$ cat src/rtl/bru_pkg.sv
// Shared constants and types for the branch/skip unit.
// Assumes one-byte opcodes with the group in the high nibble.
package bru_pkg;
    localparam int DATA_W = 8;
    localparam int ADDR_W = 2 * DATA_W;
    localparam int NUM_EF = 4;
    localparam int CYC_W  = 2;
    localparam int SEL_W  = 3;

    localparam logic [3:0] GRP_SHORT = 4'h3;
    localparam logic [3:0] GRP_LONG  = 4'hC;
    localparam logic [3:0] LO_NOP    = 4'h4;

    typedef enum logic [1:0] {
        K_NONE,
        K_SHORT,
        K_LBR,
        K_LSKIP
    } kind_t;

    typedef enum logic [1:0] {
        ST_IDLE,
        ST_EX1,
        ST_EX2
    } state_t;

    typedef struct packed {
        logic [DATA_W-1:0] d;
        logic              df;
        logic              q;
        logic              ie;
        logic [NUM_EF-1:0] ef;
    } cond_t;
endpackage

$ cat src/rtl/bru_decode.sv
// Opcode classifier: splits the opcode into an instruction kind, a
// polarity bit and a condition selector. Purely combinational.
// Assumes only the high nibble 0x3 or 0xC is meaningful.
module bru_decode
    import bru_pkg::*;
(
    input  logic [7:0]       opcode,
    output kind_t            kind,
    output logic             invert,
    output logic [SEL_W-1:0] sel,
    output logic             is_nop
);
    // Classify by group, then split the long group on low-nibble bit 2.
    always_comb begin
        kind   = K_NONE;
        invert = opcode[3];
        sel    = opcode[2:0];
        is_nop = 1'b0;
        if (opcode[7:4] == GRP_SHORT) begin
            kind = K_SHORT;
        end else if (opcode[7:4] == GRP_LONG) begin
            kind   = opcode[2] ? K_LSKIP : K_LBR;
            is_nop = (opcode[3:0] == LO_NOP);
        end
    end
endmodule

$ cat src/rtl/bru_cond.sv
// Condition evaluator: picks the tested flag and applies polarity.
// Skips use the opposite polarity sense to branches, and the long
// skip set tests IE where branches test "always".
module bru_cond
    import bru_pkg::*;
(
    input  kind_t            kind,
    input  logic             invert,
    input  logic [SEL_W-1:0] sel,
    input  logic             is_nop,
    input  cond_t            cnd,
    output logic             take
);
    logic base;

    // Select the raw condition source from the selector bits.
    always_comb begin
        base = 1'b0;
        case (sel[1:0])
            2'd0:    base = (kind == K_LSKIP) ? cnd.ie : 1'b1;
            2'd1:    base = cnd.q;
            2'd2:    base = (cnd.d == '0);
            default: base = cnd.df;
        endcase
        if (kind == K_SHORT && sel[2]) begin
            base = cnd.ef[sel[1:0]];
        end
    end

    // Apply polarity: skips act when the invert bit is set on the source.
    always_comb begin
        case (kind)
            K_SHORT, K_LBR: take = base ^ invert;
            K_LSKIP:        take = is_nop ? 1'b0 : (base ^ ~invert);
            default:        take = 1'b0;
        endcase
    end
endmodule

$ cat src/rtl/bru_nextpc.sv
// Next-R(P) former. For long branches, hi_byte holds the byte read in
// the first execute cycle and rd_byte the byte being read now.
module bru_nextpc
    import bru_pkg::*;
(
    input  kind_t             kind,
    input  logic              take,
    input  logic [ADDR_W-1:0] rp,
    input  logic [DATA_W-1:0] hi_byte,
    input  logic [DATA_W-1:0] rd_byte,
    output logic [ADDR_W-1:0] rp_next
);
    // Choose between page jump, full jump, step and hold.
    always_comb begin
        case (kind)
            K_SHORT: rp_next = take ? {rp[ADDR_W-1:DATA_W], rd_byte} : ADDR_W'(rp + 1'b1);
            K_LBR:   rp_next = take ? {hi_byte, rd_byte} : ADDR_W'(rp + 2'd2);
            K_LSKIP: rp_next = take ? ADDR_W'(rp + 2'd2) : rp;
            default: rp_next = rp;
        endcase
    end
endmodule

$ cat src/rtl/branch_skip_unit.sv
// Branch/skip execution unit. Accepts one opcode per start pulse while
// idle, reads immediates over a same-cycle memory port and reports the
// next R(P) with a one-cycle done. Short group: one execute cycle.
// Long group: two execute cycles, always.
module branch_skip_unit
    import bru_pkg::*;
(
    input  logic              clk,
    input  logic              rst_n,
    input  logic              start,
    input  logic [7:0]        opcode,
    input  logic [ADDR_W-1:0] rp_in,
    input  logic [DATA_W-1:0] d_in,
    input  logic              df_in,
    input  logic              q_in,
    input  logic              ie_in,
    input  logic [NUM_EF-1:0] ef_in,
    output logic [ADDR_W-1:0] mem_addr,
    output logic              mem_rd,
    input  logic [DATA_W-1:0] mem_data,
    output logic              busy,
    output logic              done,
    output logic [ADDR_W-1:0] rp_out,
    output logic [CYC_W-1:0]  mcycles
);
    state_t            state;
    logic [7:0]        op_q;
    logic [ADDR_W-1:0] rp_q;
    cond_t             cond_q;
    logic [DATA_W-1:0] hi_q;
    logic [CYC_W-1:0]  cnt;

    kind_t            kind_q;
    logic             inv_q;
    logic [SEL_W-1:0] sel_q;
    logic             nop_q;
    logic             take;
    logic [ADDR_W-1:0] rp_next;
    logic             accept;

    bru_decode u_decode (
        .opcode (op_q),
        .kind   (kind_q),
        .invert (inv_q),
        .sel    (sel_q),
        .is_nop (nop_q)
    );

    bru_cond u_cond (
        .kind   (kind_q),
        .invert (inv_q),
        .sel    (sel_q),
        .is_nop (nop_q),
        .cnd    (cond_q),
        .take   (take)
    );

    bru_nextpc u_nextpc (
        .kind    (kind_q),
        .take    (take),
        .rp      (rp_q),
        .hi_byte (hi_q),
        .rd_byte (mem_data),
        .rp_next (rp_next)
    );

    // Accept only idle starts carrying a control-flow group opcode.
    assign accept = start && (state == ST_IDLE) &&
                    ((opcode[7:4] == GRP_SHORT) || (opcode[7:4] == GRP_LONG));

    assign busy   = (state != ST_IDLE);
    assign mem_rd = busy;

    // Address the immediate byte for the current execute cycle.
    always_comb begin
        case (state)
            ST_EX2:  mem_addr = ADDR_W'(rp_q + 1'b1);
            default: mem_addr = rp_q;
        endcase
    end

    // Sequencer: capture, execute one or two cycles, publish result.
    always_ff @(posedge clk) begin
        if (!rst_n) begin
            state   <= ST_IDLE;
            op_q    <= '0;
            rp_q    <= '0;
            cond_q  <= '0;
            hi_q    <= '0;
            cnt     <= '0;
            done    <= 1'b0;
            rp_out  <= '0;
            mcycles <= '0;
        end else begin
            done <= 1'b0;
            case (state)
                ST_IDLE: begin
                    if (accept) begin
                        op_q   <= opcode;
                        rp_q   <= rp_in;
                        cond_q <= '{d: d_in, df: df_in, q: q_in, ie: ie_in, ef: ef_in};
                        cnt    <= CYC_W'(1);
                        state  <= ST_EX1;
                    end
                end
                ST_EX1: begin
                    cnt <= CYC_W'(cnt + 1'b1);
                    if (kind_q == K_SHORT) begin
                        rp_out  <= rp_next;
                        mcycles <= CYC_W'(cnt + 1'b1);
                        done    <= 1'b1;
                        state   <= ST_IDLE;
                    end else begin
                        hi_q  <= mem_data;
                        state <= ST_EX2;
                    end
                end
                ST_EX2: begin
                    rp_out  <= rp_next;
                    mcycles <= CYC_W'(cnt + 1'b1);
                    done    <= 1'b1;
                    state   <= ST_IDLE;
                end
                default: state <= ST_IDLE;
            endcase
        end
    end

    // short group finishes after one execute cycle with count 2.
    a_r6_short_timing: assert property (@(posedge clk) disable iff (!rst_n)
        (state == ST_EX1 && kind_q == K_SHORT) |=> (done && mcycles == CYC_W'(2)));

    // long group is still running after its first execute cycle.
    a_r6_long_midway: assert property (@(posedge clk) disable iff (!rst_n)
        (state == ST_EX1 && kind_q != K_SHORT) |=> (!done && busy));

    // long group finishes after its second execute cycle with count 3.
    a_r6_long_timing: assert property (@(posedge clk) disable iff (!rst_n)
        (state == ST_EX2) |=> (done && mcycles == CYC_W'(3)));

    // the second immediate read follows the first one.
    a_r7_second_read: assert property (@(posedge clk) disable iff (!rst_n)
        (state == ST_EX2) |-> (mem_rd && mem_addr == ADDR_W'($past(mem_addr) + 1'b1)));

    // completion is a single-cycle pulse.
    a_r10_done_pulse: assert property (@(posedge clk) disable iff (!rst_n)
        done |=> !done);

    // result holds between completions.
    a_r10_result_hold: assert property (@(posedge clk) disable iff (!rst_n)
        !done |-> $stable(rp_out));

    // the captured opcode does not move while an instruction runs.
    a_r9_busy_ignore: assert property (@(posedge clk) disable iff (!rst_n)
        busy |=> $stable(op_q));

    // a short-group result keeps the page of R(P).
    a_r3_page_kept: assert property (@(posedge clk) disable iff (!rst_n)
        (state == ST_EX1 && kind_q == K_SHORT && take) |=>
        (rp_out[ADDR_W-1:DATA_W] == $past(rp_q[ADDR_W-1:DATA_W])));

    // the no-operation long opcode leaves R(P) where it was.
    a_r5_nop_hold: assert property (@(posedge clk) disable iff (!rst_n)
        (state == ST_EX2 && op_q == {GRP_LONG, LO_NOP}) |=> (rp_out == $past(rp_q)));
endmodule

$ cat config.mk
export PLATFORM = sky130hd
export DESIGN_NAME = branch_skip_unit
export DESIGN_NICKNAME = d
export VERILOG_FILES = /design/src/rtl/bru_pkg.sv /design/src/rtl/bru_decode.sv /design/src/rtl/bru_cond.sv /design/src/rtl/bru_nextpc.sv /design/src/rtl/branch_skip_unit.sv
export SDC_FILE = /design/constraint.sdc
export NUM_CORES = 1
export LEC_CHECK = 0
export BUFFER_PORTS_ARGS = -buffer_cell sky130_fd_sc_hd__buf_2
export CAP_MARGIN = 40
export CORE_ASPECT_RATIO = 1.1
export CORE_UTILIZATION = 39
export DETAILED_ROUTE_END_ITERATION = 6
export PLACE_DENSITY = 0.61
export SLEW_MARGIN = 20
export SYNTH_ARGS = -nofsm -noshare
export SYNTH_HDL_FRONTEND = slang
export SYNTH_SLANG_ARGS = --single-unit
export TNS_END_PERCENT = 20
$ cat constraint.sdc
create_clock -name clk -period 3.7 [get_ports clk]
set_input_delay 0.37 -clock clk [delete_from_list [all_inputs] [get_ports clk]]
set_output_delay 0.37 -clock clk [all_outputs]
set_load 0.005 [all_outputs]
==> results.py <==
metrics = {
    "clocking": {
        "htree_levels": 3,
        "numCtsBuffers": 9,
        "cts.sinks": 70,
        "root_buffer": "clkbuf_16",
        "cts_tree": "done",
        "insertion_delay_ns": 0.34,
        "ctsResizeCount": 0,
        "cts_buffer_depth": 2,
        "cts_hold_buf": 0,
        "clkTransAtPathRegs_ns": 0.06,
        "post_cts_buffers": 0,
    },
    "drt": {
        "viasPerCell": 5.66,
        "route.antenna.remaining_nets": 0,
        "vias": 4561,
        "drtIter0Drc": 262,
        "wirelength_um": 13600,
        "wl_per_cell_um": 16.8,
        "route.detailed.drc": 0,
        "drt_pre_antenna_iters": 5,
    },
    "global_routing": {
        "grt_pass1_vias": 4332,
        "grt_pass1_wl_um": 21400,
        "grt_start_max_net_pins": 47,
        "grt.overflow.total": 0,
        "antenna_found_initial": 0,
        "track_usage_pct": 23.1,
    },
    "power_and_ir_drop": {
        "p_switching_mw": 0.440,
        "p_sw_share_pct": 24.3,
        "pwr_density_cell_nw_per_um2": 346,
        "intPower_mw": 1.37,
        "pwr-share-seq_pct": 43.4,
        "clockPowerShare_pct": 48.6,
        "ir_drop_v": 0.000258,
        "leakage_nw": 2.05,
        "combPwrFrac_pct": 8.0,
    },
    "hold_path": {
        "hold_path_startpoint": "ef_in[1]",
        "min_path_cells": 3,
        "hold_class": "input pin to flop",
    },
    "worst_setup_path": {
        "crit_path_top_delay_cell": "and2_1",
        "r2r_start": "op_q[6]$_SDFFE_PN0P_",
        "critPathMaxFanout": 29,
        "arrival_ns": 3.56,
        "path_buf_inv": 3,
        "crit_path_start": "op_q[6]$_SDFFE_PN0P_",
        "critPathKind": "flop to flop",
        "crit_cells": 13,
        "endpoint_kind": "flop",
        "r2r_cells": 13,
        "r2r_setup_slack_ns": 0.36,
        "cpMostUsedCell": "buf_4",
        "path_cells": "nand2_1, nor3_1, a32o_1, ha_1, buf_4, inv_1, a21oi_1, nor4_1, nor4_4, buf_4, and2_1, o21ai_1, o311a_1",
        "required_ns": 3.92,
        "cp_slowest_stage_delay_ns": 0.36,
        "cp-start-kind": "flop",
        "crit_family": "simple AND/OR/NAND/NOR gates",
    },
    "final_layout": {
        "n_antenna_cell": 0,
        "drive_above_1_share_pct": 19.6,
        "area_delta_synth_final_pct": 17.6,
        "stdcell_count": 806,
        "fin_area_um2": 5240,
        "fin_nets": 713,
    },
    "run": {
        "maxCapViolations": 0,
    },
    "synthesis": {
        "syn-num-nets": 659,
        "synthArstFlopShare_pct": 0,
        "ys.warnings.count": 0,
        "yosys_most_used_dff": "dfxtp_1",
        "yosysSeqAreaShare_pct": 31.5,
        "ys_seq_elements": 70,
        "synth_cells": 600,
        "avgSynthCellArea_um2": 7.43,
        "synth_edf_count": 0,
        "synth_cell_types": 60,
        "synthesis.area_um2": 4460,
    },
    "place": {
        "placed_cell_area_um2": 4930,
        "finalWeightedCongestion": 0.951,
        "placed_cells": 789,
        "hpwl_um": 9810,
        "io_buffers": 86,
    },
    "floorplan": {
        "std_cell_rows": 40,
        "die-area_um2": 11900,
        "core-area_um2": 11000,
        "start_util_pct": 40.5,
        "io_pins": 87,
        "die_h_um": 114,
        "die_x_um": 104,
    },
    "timing": {
        "skew_ns": 0.00833,
        "finalMaxSlewViolations": 0,
        "finalHoldViolCount": 0,
        "fin_crit_ns": 3.34,
        "period_share_pct": 90.2,
        "worstMarginPinSlew_ns": 0.829,
        "rsz0062_at_grt": "no",
        "finalSetupViolations": 0,
        "setup_tns_ns": 0,
        "fmax_mhz": 299,
        "slew_headroom_pct": 44.8,
    },
    "outcome": {
        "outcome": "completed",
    },
}
[power groups by stage]
stage	Sequential (mW)	Clock (mW)	Combinational, mW
after global routing	0.788	0.927	0.159
after detailed placement	0.803	0	0.144
after CTS	0.786	0.894	0.144
after floorplan	0.792	0	0.0964
after global placement	0.802	0	0.139
final	0.786	0.880	0.144
[cell usage in the layout, fill, tap and decap left out, types with 6 or more instances in the layout]
master / count
dfxtp_1: 70
buf_4: 15
o21ai_0: 26
buf_2: 86
a211oi_1: 6
nand2b_1: 9
xor2_1: 10
a221oi_1: 9
o211ai_1: 7
a21oi_1: 36
a21boi_0: 46
o211a_1: 7
clkbuf_16: 9
nor3_1: 14
nand3_1: 19
o2111ai_1: 6
nor2_1: 24
nand2_1: 132
a31oi_1: 9
xnor2_1: 16
inv_1: 19
ha_1: 9
[state kept, by name (all words and copies together) (netlist names)]
name	cells
rp_out	16
rp_q	16
cond_q	15
hi_q	8
op_q	8
cnt	2
mcycles	2
state	2
done	1
[kinds of logic after synthesis]
kind of cell    count (synthesis)  synth area share, %
simple gates                  227                 23.1
compound gates                184                 28.8
buf+inv                        79                 7.83
flops                          70                 31.5
xor+xnor                       26                 5.11
fa+ha+maj                       9                 2.53
mux                             5                 1.18
[metal layers]
| metal | up-vias | global-route usage [%] | wire [um] |
|---|---|---|---|
| li1 | 2218 | - | - |
| met2 | 181 | 39.3 | 6430 |
| met3 | 43 | 4.38 | 808 |
| met4 | 0 | 14.2 | 633 |
| met5 | - | 0 | 0 |
| met1 | 2119 | 27.0 | 5680 |
[final cells by class]
| cell class | count | area (um^2) |
|---|---|---|
| fill | 1166 | 5770 |
| multi-input combinational | 451 | 2710 |
| sequential | 70 | 1400 |
| timing repair buffer | 103 | 576 |
| clock buffer | 10 | 239 |
| tap | 147 | 184 |
| inverter | 19 | 71.3 |
| clock inverter | 6 | 61.3 |
[cell usage after synthesis, types with 2 or more instances]
library cell | n | area [um^2]
o211ai_1 | 7 | 52.6
nand2_1 | 132 | 495
mux2i_1 | 3 | 30.0
nor3_1 | 14 | 70.1
a32oi_1 | 3 | 26.3
o21ai_1 | 2 | 10.0
a41oi_1 | 2 | 17.5
o211a_1 | 7 | 70.1
a211oi_2 | 2 | 25.0
a221oi_1 | 9 | 78.8
inv_1 | 19 | 71.3
xor2_1 | 10 | 87.6
ha_1 | 9 | 113
nand3_1 | 19 | 95.1
o21ai_0 | 26 | 130
a21o_1 | 3 | 22.5
xnor2_1 | 16 | 140
dfxtp_1 | 70 | 1400
nor4_1 | 4 | 25.0
and2_1 | 2 | 12.5
and3_1 | 3 | 18.8
nor2b_1 | 3 | 18.8
nor2_1 | 24 | 90.1
a211oi_1 | 6 | 45.0
o221ai_1 | 2 | 17.5
buf_4 | 5 | 37.5
clkbuf_1 | 44 | 165
buf_1 | 4 | 15.0
o311ai_0 | 3 | 26.3
mux2_2 | 2 | 22.5
nor3b_1 | 2 | 15.0
a21boi_0 | 46 | 345
nand4b_1 | 2 | 17.5
o22ai_1 | 2 | 12.5
buf_2 | 3 | 15.0
nand4_1 | 4 | 25.0
a31oi_1 | 9 | 56.3
a21oi_1 | 36 | 180
buf_6 | 4 | 45.0
or3_1 | 2 | 12.5
o2111ai_1 | 6 | 52.6
nand2b_1 | 9 | 56.3
a22oi_1 | 3 | 22.5
[through the flow]
step	total power, mW	setup slack [ns]	hold WS (ns)	util (%)
floorplan	0.888	0.533	0.438	-
global placement	0.941	0.513	0.453	44.5
detailed placement	0.946	0.401	0.455	44.8
CTS	1.82	0.384	0.271	47.5
global route	1.87	0.107	0.283	47.6
finish	1.81	0.361	0.279	47.6
[final timing paths]
kind | to
setup reg to reg | rp_out[1]$_SDFFE_PN0P_
setup / recovery | rp_out[1]$_SDFFE_PN0P_
hold / removal | cond_q[1]$_SDFFE_PN0P_
hold reg to reg | cond_q[14]$_SDFFE_PN0P_
[worst register-to-register path, stage by stage (launching register included)]
cell and delay, ns:
dfxtp_1 0.35, nand2_1 0.06, nor3_1 0.21, a32o_1 0.23, ha_1 0.19, buf_4 0.30
inv_1 0.21, a21oi_1 0.15, nor4_1 0.09, nor4_4 0.26, buf_4 0.34, and2_1 0.37
o21ai_1 0.12, o311a_1 0.35
(Power assumes the default switching activity.)
